--- src/rtl/tdm_pkg.sv ---
package tdm_pkg;

    localparam int WORD_W   = 24;
    localparam int STREAM_W = 2 * WORD_W;
    localparam int BUS_MAX  = 16;
    localparam int OUT_W    = 24;
    localparam int CNT_W    = 5;

    typedef enum logic [1:0] {
        FMT_ONE   = 2'd0,
        FMT_TWO   = 2'd1,
        FMT_THREE = 2'd2,
        FMT_PAIR  = 2'd3
    } cyc_fmt_e;

    typedef struct packed {
        logic [1:0]          ph;
        logic                need_b;
        logic [STREAM_W-1:0] sr;
        logic [1:0]          fmt;
        logic [1:0]          bsel;
        logic [CNT_W-1:0]    n0e;
        logic [CNT_W-1:0]    n1;
        logic [CNT_W-1:0]    n2;
        logic [OUT_W-1:0]    out_data;
        logic                out_de;
        logic                out_tdm;
    } pack_state_t;

    function automatic logic [CNT_W-1:0] bus_width(input logic [1:0] sel);
        case (sel)
            2'd0:    return CNT_W'(8);
            2'd1:    return CNT_W'(9);
            2'd2:    return CNT_W'(12);
            default: return CNT_W'(16);
        endcase
    endfunction

    function automatic logic [CNT_W-1:0] clamp_bits(input logic [CNT_W-1:0] n,
                                                    input logic [1:0] sel);
        logic [CNT_W-1:0] w;
        w = bus_width(sel);
        return (n > w) ? w : n;
    endfunction

endpackage

--- src/rtl/tdm_comp_trunc.sv ---
module tdm_comp_trunc #(
    parameter int COMP_W = 10,
    parameter int KEEP_W = 8
) (
    input  logic [COMP_W-1:0] comp,
    output logic [KEEP_W-1:0] kept
);
    generate
        if (COMP_W > KEEP_W) begin : g_cut
            logic unused_low;
            assign unused_low = ^comp[COMP_W-KEEP_W-1:0];
            assign kept = comp[COMP_W-1 -: KEEP_W];
        end else if (COMP_W == KEEP_W) begin : g_same
            assign kept = comp;
        end else begin : g_pad
            assign kept = {comp, {(KEEP_W-COMP_W){1'b0}}};
        end
    endgenerate
endmodule

--- src/rtl/tdm_bypass_fmt.sv ---
module tdm_bypass_fmt
    import tdm_pkg::*;
(
    input  logic [WORD_W-1:0] word,
    input  logic [2:0]        lanes_sel,
    output logic [OUT_W-1:0]  wide
);
    logic [7:0] r, g, b;

    always_comb begin
        r = word[23:16];
        g = word[15:8];
        b = word[7:0];
        case (lanes_sel)
            3'd0:    wide = {12'b0, r[7:4], g[7:4], b[7:4]};
            3'd1:    wide = {8'b0,  r[7:3], g[7:2], b[7:3]};
            3'd2:    wide = {6'b0,  r[7:2], g[7:2], b[7:2]};
            default: wide = word;
        endcase
    end
endmodule

--- src/rtl/tdm_beat_slicer.sv ---
module tdm_beat_slicer
    import tdm_pkg::*;
(
    input  logic [STREAM_W-1:0] src,
    input  logic [CNT_W-1:0]    nbits,
    input  logic [1:0]          bsel,
    output logic [OUT_W-1:0]    beat,
    output logic [CNT_W-1:0]    used
);
    logic [CNT_W-1:0]   bw;
    logic [BUS_MAX-1:0] head;
    logic [BUS_MAX-1:0] keep;
    logic               unused_tail;

    assign unused_tail = ^src[STREAM_W-BUS_MAX-1:0];

    always_comb begin
        bw   = bus_width(bsel);
        used = clamp_bits(nbits, bsel);
        head = src[STREAM_W-1 -: BUS_MAX];
        keep = head & ~({BUS_MAX{1'b1}} >> used);
        beat = {{(OUT_W-BUS_MAX){1'b0}}, keep >> (CNT_W'(BUS_MAX) - bw)};
    end

    always_comb begin
        if (bw != 0) begin
            AST_SLICE_FITS: assert ((beat >> bw) == '0);
        end
    end
endmodule

--- src/rtl/tdm_pixel_packer.sv ---
module tdm_pixel_packer
    import tdm_pkg::*;
#(
    parameter int COMP_W = 10,
    parameter int AUX_W  = 8
) (
    input  logic                      clk,
    input  logic                      rst_n,
    input  logic                      pix_valid,
    output logic                      pix_ready,
    input  logic [AUX_W+3*COMP_W-1:0] pix_data,
    input  logic                      mux_en,
    input  logic [1:0]                cyc_fmt,
    input  logic [1:0]                bus_sel,
    input  logic [4:0]                bits_c0,
    input  logic [4:0]                bits_c1,
    input  logic [4:0]                bits_c2,
    input  logic [2:0]                lanes_sel,
    output logic [23:0]               bus_data,
    output logic                      bus_de
);
    localparam int RGB_W  = 3 * COMP_W;
    localparam int KEEP_W = WORD_W / 3;

    pack_state_t q, d;

    logic [WORD_W-1:0]   word;
    logic [OUT_W-1:0]    wide;
    logic [STREAM_W-1:0] merged;
    logic [STREAM_W-1:0] sl_src;
    logic [CNT_W-1:0]    sl_n;
    logic [1:0]          sl_bsel;
    logic [OUT_W-1:0]    sl_beat;
    logic [CNT_W-1:0]    sl_used;
    logic                accept;
    logic                unused_aux;

    assign unused_aux = ^pix_data[AUX_W+RGB_W-1:RGB_W];

    // channel 0 = blue, 1 = green, 2 = red
    for (genvar ch = 0; ch < 3; ch++) begin : g_chan
        tdm_comp_trunc #(
            .COMP_W (COMP_W),
            .KEEP_W (KEEP_W)
        ) u_trunc (
            .comp (pix_data[ch*COMP_W +: COMP_W]),
            .kept (word[ch*KEEP_W +: KEEP_W])
        );
    end

    tdm_bypass_fmt u_bypass (
        .word      (word),
        .lanes_sel (lanes_sel),
        .wide      (wide)
    );

    tdm_beat_slicer u_slice (
        .src   (sl_src),
        .nbits (sl_n),
        .bsel  (sl_bsel),
        .beat  (sl_beat),
        .used  (sl_used)
    );

    assign pix_ready = (q.ph == 2'd0) || q.need_b;
    assign accept    = pix_valid && pix_ready;
    assign merged    = q.sr | ({{WORD_W{1'b0}}, word} << q.n0e);

    // slicer source selection
    always_comb begin
        case (q.ph)
            2'd0: begin
                sl_src  = {word, {WORD_W{1'b0}}};
                sl_n    = bits_c0;
                sl_bsel = bus_sel;
            end
            2'd1: begin
                sl_src  = q.need_b ? merged : q.sr;
                sl_n    = q.n1;
                sl_bsel = q.bsel;
            end
            default: begin
                sl_src  = q.sr;
                sl_n    = q.n2;
                sl_bsel = q.bsel;
            end
        endcase
    end

    // next-state computation
    always_comb begin
        d          = q;
        d.out_de   = 1'b0;
        d.out_tdm  = 1'b0;
        d.out_data = '0;
        case (q.ph)
            2'd0: begin
                if (accept) begin
                    d.out_de = 1'b1;
                    if (!mux_en) begin
                        d.out_data = wide;
                    end else begin
                        d.out_tdm  = 1'b1;
                        d.out_data = sl_beat;
                        d.sr       = sl_src << sl_used;
                        d.fmt      = cyc_fmt;
                        d.bsel     = bus_sel;
                        d.n0e      = sl_used;
                        d.n1       = bits_c1;
                        d.n2       = bits_c2;
                        d.need_b   = (cyc_fmt == FMT_PAIR);
                        d.ph       = (cyc_fmt == FMT_ONE) ? 2'd0 : 2'd1;
                    end
                end
            end
            2'd1: begin
                if (!q.need_b || pix_valid) begin
                    d.out_de   = 1'b1;
                    d.out_tdm  = 1'b1;
                    d.out_data = sl_beat;
                    d.sr       = sl_src << sl_used;
                    d.need_b   = 1'b0;
                    d.ph       = (q.fmt == FMT_ONE || q.fmt == FMT_TWO) ? 2'd0 : 2'd2;
                end
            end
            default: begin
                d.out_de   = 1'b1;
                d.out_tdm  = 1'b1;
                d.out_data = sl_beat;
                d.sr       = sl_src << sl_used;
                d.ph       = 2'd0;
            end
        endcase
    end

    always_ff @(posedge clk) begin
        if (!rst_n) begin
            q <= '0;
        end else begin
            q <= d;
        end
    end

    assign bus_data = q.out_data;
    assign bus_de   = q.out_de;

    AST_DE_AFTER_ACCEPT: assert property (@(posedge clk) disable iff (!rst_n)
        accept |=> bus_de);

    AST_READY_LOW_MIDPIX: assert property (@(posedge clk) disable iff (!rst_n)
        (accept && mux_en && (cyc_fmt == FMT_TWO || cyc_fmt == FMT_THREE) && !q.need_b)
        |=> !pix_ready);

    AST_PAIR_WAITS_B: assert property (@(posedge clk) disable iff (!rst_n)
        (accept && mux_en && cyc_fmt == FMT_PAIR && q.ph == 2'd0) |=> pix_ready);

    AST_IDLE_NO_DE: assert property (@(posedge clk) disable iff (!rst_n)
        (pix_ready && !pix_valid) |=> !bus_de);

    AST_TDM_UPPER_ZERO: assert property (@(posedge clk) disable iff (!rst_n)
        q.out_tdm |-> (bus_data[23:16] == 8'd0));

    AST_READY_AFTER_RESET: assert property (@(posedge clk)
        !rst_n |=> (pix_ready && !bus_de));

endmodule

--- config.mk ---
export PLATFORM = sky130hd
export DESIGN_NAME = tdm_pixel_packer
export DESIGN_NICKNAME = d
export VERILOG_FILES = /design/src/rtl/tdm_pkg.sv /design/src/rtl/tdm_comp_trunc.sv /design/src/rtl/tdm_bypass_fmt.sv /design/src/rtl/tdm_beat_slicer.sv /design/src/rtl/tdm_pixel_packer.sv
export SDC_FILE = /design/constraint.sdc
export NUM_CORES = 1
export LEC_CHECK = 0
export ABC_AREA = 1
export ABC_CLOCK_PERIOD_IN_PS = 4400
export CAP_MARGIN = 20
export CELL_PAD_IN_SITES_DETAIL_PLACEMENT = 0
export CELL_PAD_IN_SITES_GLOBAL_PLACEMENT = 2
export CORE_MARGIN = 3
export CORE_UTILIZATION = 30
export CTS_CLUSTER_SIZE = 30
export DETAILED_ROUTE_END_ITERATION = 12
export GPL_ROUTABILITY_DRIVEN = 0
export PLACE_DENSITY_LB_ADDON = 0.1
export SYNTH_ARGS = -nofsm -noshare
export SYNTH_HDL_FRONTEND = slang
export SYNTH_SLANG_ARGS = --single-unit
export TNS_END_PERCENT = 100
--- constraint.sdc ---
create_clock -name clk -period 4.4 [get_ports clk]
set_input_delay 0.44 -clock clk [delete_from_list [all_inputs] [get_ports clk]]
set_output_delay 0.44 -clock clk [all_outputs]
set_load 0.02 [all_outputs]
==> reports/qor.txt, run 1 <==
Req. time, crit path: 4.70 ns
Routed WL per cell: 22.3 µm
Cells after synthesis: 1,780
Clk sinks: 94
Clock slew at reported path FFs: 0.08 ns
Layout cells sized above 1: 5.84%
Fill cells: 3,651
DR vias/cell: 5.63
Nets: 1,848
Crit-path slowest cell: dfxtp_1
Die height: 185 µm
Initial DRC Count: 1,261
DRT Pass-1 Iters: 6
Largest net degree at the start of global routing: 46
Post-synth EDFFs: 0
Pwr per Cell Area: 377 nW/µm²
Clock tree root driver cell: clkbuf_16
Initial antenna violation count: 0
Most common cell after layout, fill and taps aside: nand3_1
Fin crit share: 91.3%
Initial Util: 30.5%
Site Rows: 65
NetSw: 2.05 mW
VDD IR max: 0.205 mV
Net Sw Frac: 49.1%
Maxcap violations: 0
Antenna viol nets, final: 0
Layout Cells excl Fill: 2,183
Worst slew margin: 29.6%
GRT Util Overall: 28.3%
Die X-Extent: 185 µm
Final clock skew: 0.0154 ns
Post-CTS Setup Inserts: 0
HP Class: register to register
# hold bufs at CTS: 0
Worst Setup Start Kind: register
DRC: 0
Synth cell types: 42
Status: complete, no violations
Via count of the first global-routing pass: 11,600
Worst hold slack: 0.448 ns
Final Util: 35.0%
Register share of total power: 23.6%
Grt ovf: 0
Top FF cell, synth: dfxtp_1
IO Port Bufs: 75
Final Hold Vio Count: 0
Clock power share: 22.6%
Worst-path fanout max: 21
Post-Syn Area: 9660 µm²
Ys async rst share: 0%
CP Class: register to register
Crit path top cell by count: nand2_1
Die area: 34,400 µm²
Post-synthesis sequential element count: 94
Placed Cells: 2,167
Worst-Skew Late Latency: 0.39 ns
Boundary pin count: 90
Slew @ Worst Pin: 1.05 ns
RSZ-0062 raised after global routing: false
Mean Syn Cell Area: 5.43 µm²
Core Region: 31,600 µm²
Syn Nets: 1,852
Pint: 2.13 mW
Area growth syn-to-layout: 14.6%
Register area share after synthesis: 19.5%
Max Clock Freq: 0.249 GHz
Num CTS Buffers: 9
Leakage power: 4.95 nW
Final TNS setup: 0 ns
Synth warn: 0
Worst Path Arrival: 4.32 ns
CTS tree: yes
Post-DP HPWL: 37.3 mm
Final setup fails: 0
Commonest non-fill, non-tap cells in the layout: nand3_1, nand2_1, nor2_1, a21oi_1, dfxtp_1
Via count: 12,300
Fin crit period: 4.02 ns
H-tree depth: 3
Clock buffer depth: 2
Comb power frac: 53.7%
Max stage delay on crit path: 0.35 ns
Final Routed Wirelength: 48.6 mm
Slew Limit Fails: 0
Crit. End Element: register
Critical-path cell list: nor2_4 -> inv_2 -> or2_2 -> o21ai_0 -> inv_1 -> ha_1 -> inv_1 -> ha_1 -> a21oi_1 -> o21a_1 -> nand2_2 -> nand2_2 -> nand2_1 -> nand2_2 -> buf_6 -> or2_2 -> nand3_1 -> nand2_1 -> nand2_1 -> nand2_1 -> nand2_1 -> a21oi_1 -> nand2_1 -> o31ai_1
Ant. Diodes: 0
First-pass GRT wire length: 73.1 mm
==> synth_stat cells (6+ instances only) <==
library cell | n | area share (%)
a21oi_1 | 104 | 5.4
a22oi_1 | 8 | 0.62
buf_1 | 22 | 0.85
buf_2 | 26 | 1.3
buf_4 | 29 | 2.3
clkbuf_1 | 61 | 2.4
dfxtp_1 | 94 | 19
ha_1 | 8 | 1.0
inv_1 | 88 | 3.4
inv_2 | 11 | 0.43
nand2_1 | 507 | 20
nand3_1 | 512 | 27
nand4_1 | 14 | 0.91
nor2_1 | 129 | 5.0
nor2_2 | 6 | 0.39
o211ai_1 | 9 | 0.70
o21ai_0 | 61 | 3.2
o21ai_1 | 15 | 0.78
o22ai_1 | 10 | 0.65
o31ai_1 | 10 | 0.78
or2_2 | 8 | 0.52
==> per-layer routing <==
| metal | up-vias | global-route usage (%) | routed length, µm |
|---|---|---|---|
| li1 | 5994 | - | - |
| met2 | 443 | 48.6 | 23200 |
| met5 | - | 0 | 0 |
| met4 | 0 | 9.48 | 1540 |
| met1 | 5779 | 37.6 | 21500 |
| met3 | 69 | 2.46 | 2470 |
==> power groups by stage <==
stage / clock network, mW / logic [mW] / registers, mW
after floorplan: 0 / 1.47 / 0.981
after global routing: 0.987 / 2.48 / 0.995
after CTS: 0.965 / 2.22 / 0.988
after global placement: 0 / 2.22 / 1.01
after detailed placement: 0 / 2.21 / 1.01
final: 0.945 / 2.25 / 0.988
==> logic make-up (layout without fill, tap and decap cells) <==
kind of cell	count (synthesis)	after routing	synth area share, %
AND/OR/NAND/NOR	1191	1191	54.0
buffers and inverters	241	242	11.0
flip-flops	94	94	19.5
adder cells (fa/ha/maj)	8	8	1.04
AO/OA/AOI/OAI	246	246	14.5
==> final timing paths <==
check,from,endpoint,slack (ns),cells past startpoint
min,q[44]$_SDFFE_PN0P_,q[95]$_SDFFE_PN0P_,0.45,2
max reg2reg,q[95]$_SDFFE_PN0P_,q[68]$_SDFFE_PN0P_,0.38,24
max,q[95]$_SDFFE_PN0P_,q[68]$_SDFFE_PN0P_,0.38,24
min reg2reg,q[44]$_SDFFE_PN0P_,q[95]$_SDFFE_PN0P_,0.45,2
==> through the flow <==
step | instance area [µm²] | setup WS, ns | power (mW)
floorplan | 9660 | 0.542 | 2.45
global placement | 10700 | -0.0291 | 3.23
detailed placement | 10700 | -0.0153 | 3.22
CTS | 11100 | 0.130 | 4.17
global route | 11100 | 0.00868 | 4.47
finish | 11100 | 0.381 | 4.18
==> state kept, by name (all words and copies together), names as in the netlist <==
register  flops
bus_de        1
bus_data     24
q            69
==> critical path: cells and delay by family (launching register included) <==
kind	cells	cell delay, ns
fa+ha+maj	2	0.49
buf+inv	4	0.52
compound gates	5	0.78
flops	1	0.35
simple gates	13	1.76
==> final cells by class <==
| type | instances | area (µm²) | share of cell area, % |
|---|---|---|---|
| clock buffers | 9 | 225 | 2.03 |
| clock inverters | 7 | 105 | 0.949 |
| inverters | 101 | 379 | 3.42 |
| multi-input cells | 1445 | 6770 | 61.1 |
| flip-flops and latches | 94 | 1880 | 17.0 |
| well taps | 402 | 503 | 4.54 |
| repair buffers | 125 | 1210 | 10.9 |
==> timing repair <==
item                                    in CTS  in global routing
endpoints found under the setup margin       0                 37
resized for setup                            0                  6
hold endpoints to repair                     0                  0
Power figures use the tool's default switching activity.
==> run 2, diff against run 1 <==
ABC_AREA = default   (was 1)
CORE_UTILIZATION = 35   (was 30)
==> reports/qor.txt, run 2 <==
Grt ovf: 0 (unchanged)
Post-Syn Area: 11,400 µm² (+18%)
Largest net degree at the start of global routing: 50 (+8.7%)
Pint: 2.09 mW (-1.6%)
Final setup fails: 0 (unchanged)
DRC: 0 (unchanged)
Top cells by count, synth: nand2_1, nor2_1, a21oi_1
Antenna viol nets, final: 0 (unchanged)
Ant. Diodes: 0 (unchanged)
Post-synth top area share: 16.5% (-10 points)
# hold bufs at CTS: 0 (unchanged)
Pwr per Cell Area: 284 nW/µm² (-25%)
Commonest non-fill, non-tap cells in the layout: nand2_1, buf_4, nor2_1, a21oi_1, dfxtp_1
Ys async rst share: 0% (unchanged)
Maxcap violations: 0 (unchanged)
Site Rows: 65 (unchanged)
Clock slew at reported path FFs: 0.07 ns (about the same)
GRT Util Overall: 33.1% (+4.8 points)
Fin crit period: 4.25 ns (+0.231 ns)
Net Sw Frac: 45.4% (-3.6 points)
IO Port Bufs: 75 (unchanged)
Hold-critical path endpoint: q[31]$_SDFFE_PN0P_
Slew Limit Fails: 0 (unchanged)
Die area: 34,900 µm² (+1.3%)
Routed WL per cell: 28.9 µm (+30%)
First-pass GRT wire length: 87.5 mm (+20%)
Critical-path cell list: buf_4 -> o21ai_0 -> ha_1 -> and4_1 -> o21ai_2 -> nand3_1 -> a32oi_1 -> o22ai_1 -> mux2i_1 -> a221oi_1 -> a311oi_1 -> buf_4
Post-DP HPWL: 45.8 mm (+23%)
Worst slew margin: 34.0% (+4.3 points)
Req. time, crit path: 4.73 ns (+0.03 ns)
Max reg flops: 69 (unchanged)
Final Hold Vio Count: 0 (unchanged)
CTS tree: yes
HP Class: register to register
Top FF cell, synth: dfxtp_1
Final clock skew: 0.0197 ns (+0.00430 ns)
Worst Path Arrival: 4.58 ns (+0.26 ns)
Worst reg2reg path depth: 12 (-50%)
Crit path max-delay family: compound AO/OA/AOI/OAI gates
Post-CTS Setup Inserts: 0 (unchanged)
Core Region: 31,900 µm² (+0.77%)
Layout cells sized above 1: 17.9% (+12 points)
Hold path start: q[31]$_SDFFE_PN0P_
Leakage power: 4.78 nW (-3.6%)
Boundary pin count: 90 (unchanged)
Reg area: 1890 µm² (+0.40%)
Cells after synthesis: 1,565 (-12%)
H-tree depth: 3 (unchanged)
RSZ-0062 raised after global routing: true
VDD IR max: 0.206 mV (+0.54%)
DRT Pass-1 Iters: 6 (unchanged)
Die height: 187 µm (+0.65%)
Hold path cells: 2 (unchanged)
Syn Nets: 1,637 (-12%)
Initial DRC Count: 1,763 (+40%)
Crit path top cell by count: buf_4
Clock buffer depth: 2 (unchanged)
Clock power share: 21.6% (-1.0 points)
Top cells by area, synth: dfxtp_1, mux2i_1, mux4_2
Via count: 13,700 (+12%)
Worst Setup Start Kind: register
Largest reg by FF count: q
Crit-path slowest cell: ha_1
Status: complete, no violations
Via count of the first global-routing pass: 12,900 (+11%)
Crit path buffers/inverters: 2 (-2)
Cts repair resizes: 0 (unchanged)
Cell count along the critical path: 12 (-50%)
Post-synthesis sequential element count: 94 (unchanged)
CP Class: register to register
Slew @ Worst Pin: 0.991 ns (-0.0640 ns)
Max Clock Freq: 0.235 GHz (-5.4%)
Post-synth EDFFs: 0 (unchanged)
Most common cell after layout, fill and taps aside: nand2_1
Crit. End Element: register
Synth warn: 0 (unchanged)
Num CTS Buffers: 9 (unchanged)
Clock tree root driver cell: clkbuf_16
Final Routed Wirelength: 59.7 mm (+23%)
Worst-path fanout max: 35 (+67%)
Max stage delay on crit path: 0.45 ns (+0.10 ns)
Initial Util: 35.8% (+5.3 points)
Clk sinks: 94 (unchanged)
Mean Syn Cell Area: 7.30 µm² (+34%)
Nets: 1,699 (-8.1%)
Synth cell types: 95 (+130%)
Initial antenna violation count: 0 (unchanged)
Fill cells: 3,361 (-7.9%)
R2r setup slk: 0.15 ns (-0.23 ns)
Most frequent cell after synthesis: nand2_1
NetSw: 1.74 mW (-15%)
Placed Cells: 2,050 (-5.4%)
Largest area contributor in the netlist: dfxtp_1
Register share of total power: 26.3% (+2.7 points)
Die X-Extent: 187 µm (+0.65%)
Area of the multi-input gates: 8680 µm² (+28%)
Register area share after synthesis: 16.5% (-3.0 points)
RR Endpoint: bus_data[2]$_SDFF_PN0_
Dpl cell area: 13,200 µm² (+23%)
Fin crit share: 96.6% (+5.3 points)
RR Startpoint: q[95]$_SDFFE_PN0P_
Worst-Skew Late Latency: 0.39 ns (about the same)
Comb power frac: 52.1% (-1.6 points)
Layout Cells excl Fill: 2,067 (-5.3%)
Final instance area: 13,500 µm² (+22%)
Area growth syn-to-layout: 18.4%
DR vias/cell: 6.65 (+18%)
[run 2: kinds of logic (layout without fill, tap and decap cells)]
group                    after synthesis  count (layout)  share of synthesized area (%)
multiplexers                         141             141                           16.3
AO/OA/AOI/OAI                        577             577                           35.2
adder cells (fa/ha/maj)                8               8                          0.876
flip-flops                            94              94                           16.5
buffers and inverters                206             273                           8.37
AND/OR/NAND/NOR                      539             539                           22.8
[run 2: power by group through the flow]
stage	Clock, mW	Combinational [mW]	Sequential (mW)
CTS	0.849	1.93	1.00
global route	0.872	2.11	1.01
detailed placement	0	1.93	1.02
global placement	0	1.93	1.02
finish	0.828	2.00	1.01
floorplan	0	1.20	0.958
[run 2: metrics by stage]
stage	setup slack, ns	setup TNS, ns	power [mW]	hold WS, ns	util [%]
after floorplan	0.00288	0	2.15	0.416	-
after global placement	-0.157	-0.521	2.95	0.439	41.4
after detailed placement	-0.145	-1.35	2.95	0.446	41.4
after CTS	0.148	0	3.79	0.456	42.3
after global routing	-0.0487	-0.149	3.99	0.476	42.4
final	0.150	0	3.84	0.455	42.4
[run 2: metal layers]
layer,vias up,share of wire (%),track usage (%),wire (µm)
met5,-,0,0,0
met4,0,7.1,20.6,4230
met3,165,8.6,4.72,5120
met2,817,43,50.7,25700
met1,6627,41,44.0,24600
li1,6137,-,-,-
[run 2: worst min-delay path: stages (launching register included)]
cell and delay [ns]:
dfxtp_1 0.31, nand2_1 0.05, a21oi_1 0.05
[run 2: cell type report]
cell class | count | share of cell area, %
repair buffers | 233 | 15.1
clock inverters | 6 | 0.296
inverters | 24 | 0.666
clock buffers | 10 | 1.85
multi-input cells | 1265 | 64.1
flip-flops and latches | 94 | 14.0
well taps | 435 | 4.02
[run 2: worst max-delay path by stage]
| stage | from | to | slack [ns] |
|---|---|---|---|
| 6_report | q[95]$_SDFFE_PN0P_ | bus_data[2]$_SDFF_PN0_ | 0.15 |
| 5_1_grt | q[94]$_SDFFE_PN0P_ | q[88]$_SDFFE_PN0P_ | -0.05 |
| 4_1_cts | q[94]$_SDFFE_PN0P_ | q[75]$_SDFFE_PN0P_ | 0.15 |
| 3_5_place_dp | bits_c0[4] | q[87]$_SDFFE_PN0P_ | -0.14 |
| 3_3_place_gp | bits_c0[4] | q[88]$_SDFFE_PN0P_ | -0.16 |
| 2_1_floorplan | q[95]$_SDFFE_PN0P_ | q[82]$_SDFFE_PN0P_ | 0.003 |
==> run 3, diff against run 2 <==
TNS_END_PERCENT = default   (was 100)
==> results of run 3 <==
Final layout, timing and power as in run 2 (identical DEF).
